`config.mk`:
```
export PLATFORM = sky130hd
export DESIGN_NAME = tmr_split16
export DESIGN_NICKNAME = d
export VERILOG_FILES = /design/src/rtl/tmr_pkg.sv /design/src/rtl/tmr_clk_src.sv /design/src/rtl/tmr_lane.sv /design/src/rtl/tmr_event.sv /design/src/rtl/tmr_split16.sv
export SDC_FILE = /design/constraint.sdc
export NUM_CORES = 1
export LEC_CHECK = 0
export CAP_MARGIN = 30
export CORE_ASPECT_RATIO = 1.2
export CORE_MARGIN = 1.5
export CORE_UTILIZATION = 56
export DETAILED_ROUTE_END_ITERATION = 6
export PLACE_DENSITY = 0.84
export SLEW_MARGIN = 20
export SYNTH_ARGS = -nofsm -noshare
export SYNTH_HDL_FRONTEND = slang
export SYNTH_HIERARCHICAL = 1
export SYNTH_SLANG_ARGS = --single-unit
```
`constraint.sdc`:
```
create_clock -name clk -period 3.4 [get_ports clk]
set_input_delay 1.02 -clock clk [delete_from_list [all_inputs] [get_ports clk]]
set_output_delay 1.02 -clock clk [all_outputs]
set_load 0.01 [all_outputs]
```
`src/rtl/tmr_pkg.sv`:
```
package tmr_pkg;

    localparam int PRE_W = 6;

    localparam logic [1:0] ADDR_MODE = 2'd0;
    localparam logic [1:0] ADDR_REF  = 2'd1;
    localparam logic [1:0] ADDR_CNT  = 2'd2;

    typedef enum logic [1:0] {
        DIV1  = 2'd0,
        DIV4  = 2'd1,
        DIV16 = 2'd2,
        DIV64 = 2'd3
    } pre_sel_e;

    typedef struct packed {
        logic     ext;
        pre_sel_e pre;
        logic     split;
        logic     run;
    } mode_t;

    localparam int MODE_W = $bits(mode_t);

    function automatic logic [PRE_W-1:0] pre_mask(input pre_sel_e sel);
        case (sel)
            DIV1:    pre_mask = 6'h00;
            DIV4:    pre_mask = 6'h03;
            DIV16:   pre_mask = 6'h0F;
            default: pre_mask = 6'h3F;
        endcase
    endfunction

endpackage

```
`src/rtl/tmr_clk_src.sv`:
```
module tmr_clk_src
    import tmr_pkg::*;
(
    input  logic  clk,
    input  logic  rst,
    input  logic  ext_in,
    input  mode_t mode,
    output logic  tick
);
    logic [PRE_W-1:0] pre_q;
    logic [2:0]       sync_q;
    logic             rise;
    logic             int_tick;

    always_ff @(posedge clk) begin
        if (rst) begin
            pre_q  <= '0;
            sync_q <= '0;
        end else begin
            pre_q  <= pre_q + 1'b1;
            sync_q <= {sync_q[1:0], ext_in};
        end
    end

    always_comb begin
        rise     = sync_q[1] & ~sync_q[2];
        int_tick = (pre_q & pre_mask(mode.pre)) == pre_mask(mode.pre);
        tick     = mode.ext ? rise : int_tick;
    end
endmodule

```
`src/rtl/tmr_lane.sv`:
```
module tmr_lane #(
    parameter int W = 8
) (
    input  logic         clk,
    input  logic         rst,
    input  logic         clr,
    input  logic         inc,
    input  logic [W-1:0] ref_val,
    output logic [W-1:0] cnt,
    output logic         eq
);
    always_ff @(posedge clk) begin
        if (rst)      cnt <= '0;
        else if (clr) cnt <= '0;
        else if (inc) cnt <= cnt + 1'b1;
    end

    assign eq = (cnt == ref_val);
endmodule

```
`src/rtl/tmr_event.sv`:
```
module tmr_event (
    input  logic clk,
    input  logic rst,
    input  logic match,
    output logic irq,
    output logic tog
);
    always_ff @(posedge clk) begin
        if (rst) begin
            irq <= 1'b0;
            tog <= 1'b0;
        end else begin
            irq <= match;
            if (match) tog <= ~tog;
        end
    end
endmodule

```
`src/rtl/tmr_split16.sv`:
```
module tmr_split16
    import tmr_pkg::*;
#(
    parameter int HALF_W = 8,
    localparam int W     = 2 * HALF_W
) (
    input  logic         clk,
    input  logic         rst,
    input  logic         we,
    input  logic [1:0]   waddr,
    input  logic [W-1:0] wdata,
    input  logic [1:0]   raddr,
    output logic [W-1:0] rdata,
    input  logic         ext_in,
    output logic [1:0]   irq,
    output logic [1:0]   clk_out,
    output logic         sclk_out
);
    mode_t        mode_q;
    logic [W-1:0] ref_q;
    logic         tick;
    logic         adv;
    logic         ref_wr;
    logic         reload;
    logic         match16;
    logic         lo_full;
    logic [1:0]   eq;
    logic [1:0]   clr;
    logic [1:0]   inc;
    logic [1:0]   evt;
    logic [HALF_W-1:0] cnt_h [2];
    logic [W-1:0] cnt_all;

    always_ff @(posedge clk) begin
        if (rst) begin
            mode_q <= '0;
            ref_q  <= '0;
        end else if (we) begin
            if (waddr == ADDR_MODE) mode_q <= mode_t'(wdata[MODE_W-1:0]);
            if (waddr == ADDR_REF)  ref_q  <= wdata;
        end
    end

    tmr_clk_src u_src (
        .clk    (clk),
        .rst    (rst),
        .ext_in (ext_in),
        .mode   (mode_q),
        .tick   (tick)
    );

    always_comb begin
        ref_wr  = we && (waddr == ADDR_REF);
        reload  = ref_wr && !mode_q.run;
        adv     = mode_q.run && tick;
        match16 = eq[0] && eq[1];
        lo_full = &cnt_h[0];
        if (mode_q.split) begin
            evt[0] = adv && eq[0];
            evt[1] = adv && eq[1];
            inc[0] = adv && !eq[0];
            inc[1] = adv && !eq[1];
        end else begin
            evt[0] = adv && match16;
            evt[1] = 1'b0;
            inc[0] = adv && !match16;
            inc[1] = adv && !match16 && lo_full;
        end
        clr[0] = reload || (mode_q.split ? evt[0] : evt[0]);
        clr[1] = reload || (mode_q.split ? evt[1] : evt[0]);
    end

    for (genvar g = 0; g < 2; g++) begin : g_lane
        tmr_lane #(.W(HALF_W)) u_lane (
            .clk     (clk),
            .rst     (rst),
            .clr     (clr[g]),
            .inc     (inc[g]),
            .ref_val (ref_q[g*HALF_W +: HALF_W]),
            .cnt     (cnt_h[g]),
            .eq      (eq[g])
        );

        tmr_event u_evt (
            .clk   (clk),
            .rst   (rst),
            .match (evt[g]),
            .irq   (irq[g]),
            .tog   (clk_out[g])
        );
    end

    assign cnt_all  = {cnt_h[1], cnt_h[0]};
    assign sclk_out = clk_out[0];

    always_comb begin
        case (raddr)
            ADDR_MODE: rdata = {{(W-MODE_W){1'b0}}, mode_q};
            ADDR_REF:  rdata = ref_q;
            ADDR_CNT:  rdata = cnt_all;
            default:   rdata = '0;
        endcase
    end
endmodule

```
==> metrics.cfg <==
[drt]
dr_total_vias=2077
first_pass_iters=4
via_per_inst=5.49
drc=0
wire_per_inst_um=14.2
drt_wl_total_mm=5.37
first_iter_violations=110
ant_nets=0

[setup_path]
r2r_cells=8
crit_end=rdata[11]
path_cells=clkdlybuf4s50_1, buf_4, nor2b_4, buf_4, a22o_1, dlygate4sd2_1
r2r_start=u_src/pre_q[0]$_SDFF_PP0_
r2r-end=g_lane[0].u_lane/cnt[5]$_SDFFE_PP0P_
critPathMaxStageDelay_ns=0.48
timing.critical_path.slowest_stage_cell=clkdlybuf4s50_1
required_ns=2.38
arrival_ns=2.33
crit_buf_inv=4
crit_type=in -> out
start_kind=primary input
cp_top_family=buffers and inverters
worstSetupEndpointType=output port
worst-path-stages=6
cp_max_fo=6
r2r_slack_ns=0.94
cpMostUsedCell=buf_4
cp-startpoint=raddr[0]

[finish]
n_antenna_cell=0
finalNonFillerCells=378
final_core_utilization_pct=71.2
final_area_um2=3010
nets=348
fillers=345
synthToLayoutAreaGrowth_pct=22.6
drive_gt1_share_pct=12.1

[flow_run]
max-cap-violations=0

[pwr]
pwr-share-clk_pct=31.9
max-vdd-ir-drop_v=0.000301
pwr_density_cell_nw_per_um2=361
pwr-share-comb_pct=11.6
p_switching_mw=0.278
total_power_mw=1.09
p_seq_share_pct=56.4
power.leakage_nw=1.12
internal_power_mw=0.809
swShare_pct=25.6

[floorplan]
die_h_um=75.5
start_util_pct=58.0
die_area_um2=4790
fp.dieW_um=63.4
ios=45
num_rows=26
core_area_um2=4230

[logic_synthesis]
yosysWarnings=6
avgSynthCellArea_um2=8.83
synth_cells=278
synth-seq-cells=50
yosysSeqAreaShare_pct=40.8
syn_nets=305
synth_cell_types=32
syn_area_um2=2450

[clocking]
hold_buffers=0
clkSinkCount=50
h-tree-depth=2
cts_buffer_depth=2
cts_root_buf=clkbuf_8
cts_buffers=5
cts_resized=27
clkTransAtPathRegs_ns=0.09
post-cts-setup-buffers=0
worstSkewPairLatency_ns=0.31
cts_tree=done

[sta]
relSlewSlack_pct=55.0
skew_ns=0.00928
worst_slack_ns=0.0489
tightest_slew_ns=0.675
post-route-period-util_pct=98.6
finalHoldViolCount=0
fmax_ghz=0.298
setup_viol=0
slew_viol_final=0
period_needed_ns=3.35
rsz0062_at_grt=false

[grt]
grt_pass1_vias=1991
grt_pass1_wl_mm=8.87
grt_use_total_pct=23.6
grt_max_degree=21
antenna_found_initial=0
grt-ovfl-total=0

[placed_design]
globalplace.congestion=0.852
placedCellCount=368
io_buffers=44
place_worst_setup_slack_ns=-0.193
hpwl_mm=3.85
place_area_um2=2910

[hold_path]
min_path_type=reg -> reg

[outcome]
outcome=finished clean

cell usage in the layout, fill, tap and decap left out, types with 2 or more instances in the layout:
cell | synthesis | routed
inv_1 | 2 | 2
clkdlybuf4s50_1 | 0 | 27
nand4_2 | 3 | 3
or2_2 | 2 | 2
nand2_2 | 3 | 3
nor2b_4 | 0 | 2
nor2_1 | 26 | 26
dfxtp_1 | 50 | 50
buf_4 | 3 | 8
xnor2_1 | 22 | 22
o22ai_1 | 2 | 2
clkbuf_8 | 0 | 5
a21oi_1 | 13 | 13
o21ai_0 | 14 | 13
nand2_1 | 42 | 42
a21oi_2 | 10 | 10
xor2_1 | 7 | 7
nand3_1 | 6 | 6
a211oi_1 | 2 | 2
a22o_1 | 11 | 11
ha_1 | 3 | 3
mux2i_1 | 12 | 12
or3_1 | 7 | 7
dlygate4sd2_1 | 0 | 17
nand4_1 | 10 | 10
nor2b_1 | 9 | 7
stage by stage:
step | hold slack (ns) | TNS (ns)
after floorplan | 0.414 | 0
after global placement | 0.418 | -2.75
after detailed placement | 0.423 | -2.67
after CTS | 0.446 | 0
after global routing | 0.465 | 0
final | 0.443 | 0
worst min-delay path by stage:
stage / startpoint / to / depth (start not counted)
detailed placement: u_src/sync_q[0]$_SDFF_PP0_ / u_src/sync_q[1]$_SDFF_PP0_ / 1
finish: u_src/sync_q[0]$_SDFF_PP0_ / u_src/sync_q[1]$_SDFF_PP0_ / 1
global placement: u_src/sync_q[0]$_SDFF_PP0_ / u_src/sync_q[1]$_SDFF_PP0_ / 1
floorplan: u_src/sync_q[0]$_SDFF_PP0_ / u_src/sync_q[1]$_SDFF_PP0_ / 1
CTS: u_src/sync_q[0]$_SDFF_PP0_ / u_src/sync_q[1]$_SDFF_PP0_ / 1
global route: u_src/sync_q[0]$_SDFF_PP0_ / u_src/sync_q[1]$_SDFF_PP0_ / 1
Yosys cell counts (all sizes together):
cell / count / area [um^2]
nand3: 6 / 30.0
nor2: 26 / 97.6
a311o: 1 / 10.0
nor2b: 9 / 56.3
or2: 2 / 12.5
buf: 8 / 75.1
dfxtp: 50 / 1000
nand2: 45 / 176
xnor2: 22 / 193
o21ai: 14 / 70.1
ha: 3 / 37.5
nand3b: 1 / 11.3
nor3b: 1 / 18.8
a211oi: 2 / 15.0
mux2i: 12 / 120
xor2: 7 / 61.3
a22o: 11 / 96.3
nand4: 13 / 100
and3b: 1 / 8.76
clkbuf: 9 / 36.3
or3: 7 / 43.8
o2111a: 1 / 11.3
a21oi: 23 / 153
o22ai: 2 / 12.5
inv: 2 / 7.51
power groups by stage:
stage | registers [mW] | clock network, mW | logic, mW
after floorplan | 0.623 | 0 | 0.0734
after global placement | 0.626 | 0 | 0.121
after detailed placement | 0.627 | 0 | 0.123
after CTS | 0.613 | 0.352 | 0.127
after global routing | 0.615 | 0.373 | 0.139
final | 0.613 | 0.347 | 0.127
cells by family after synthesis:
family | after synthesis | synth area share, %
simple gates | 111 | 22.6
compound gates | 54 | 15.0
xor+xnor | 29 | 10.3
flops | 50 | 40.8
fa+ha+maj | 3 | 1.53
buf+inv | 19 | 4.84
mux | 12 | 4.89
routing by layer:
metal | wire (um) | global-route usage [%] | vias to the layer above | part of all wire, %
met5 | 0 | 0 | - | 0
met4 | 92 | 7.97 | 0 | 1.7
met3 | 215 | 5.17 | 9 | 4.0
met2 | 2720 | 42.9 | 55 | 51
met1 | 2330 | 28.0 | 974 | 43
li1 | - | - | 1039 | -
state kept, by name (all words and copies together) (netlist names):
signal	flops
mode_q	5
g_lane.u_evt/tog	2
ref_q	16
g_lane.u_evt/irq	2
u_src/pre_q	6
u_src/sync_q	3
g_lane.u_lane/cnt	16
layout make-up:
class	instances	area (um^2)	share of cell area (%)
inverters	2	7.51	0.249
flip-flops and latches	50	1000	33.3
clock buffers	5	68.8	2.29
clock inverters	3	21.3	0.707
multi-input cells	209	1350	44.9
well taps	56	70.1	2.33
repair buffers	53	490	16.3
(Power assumes the default switching activity.)
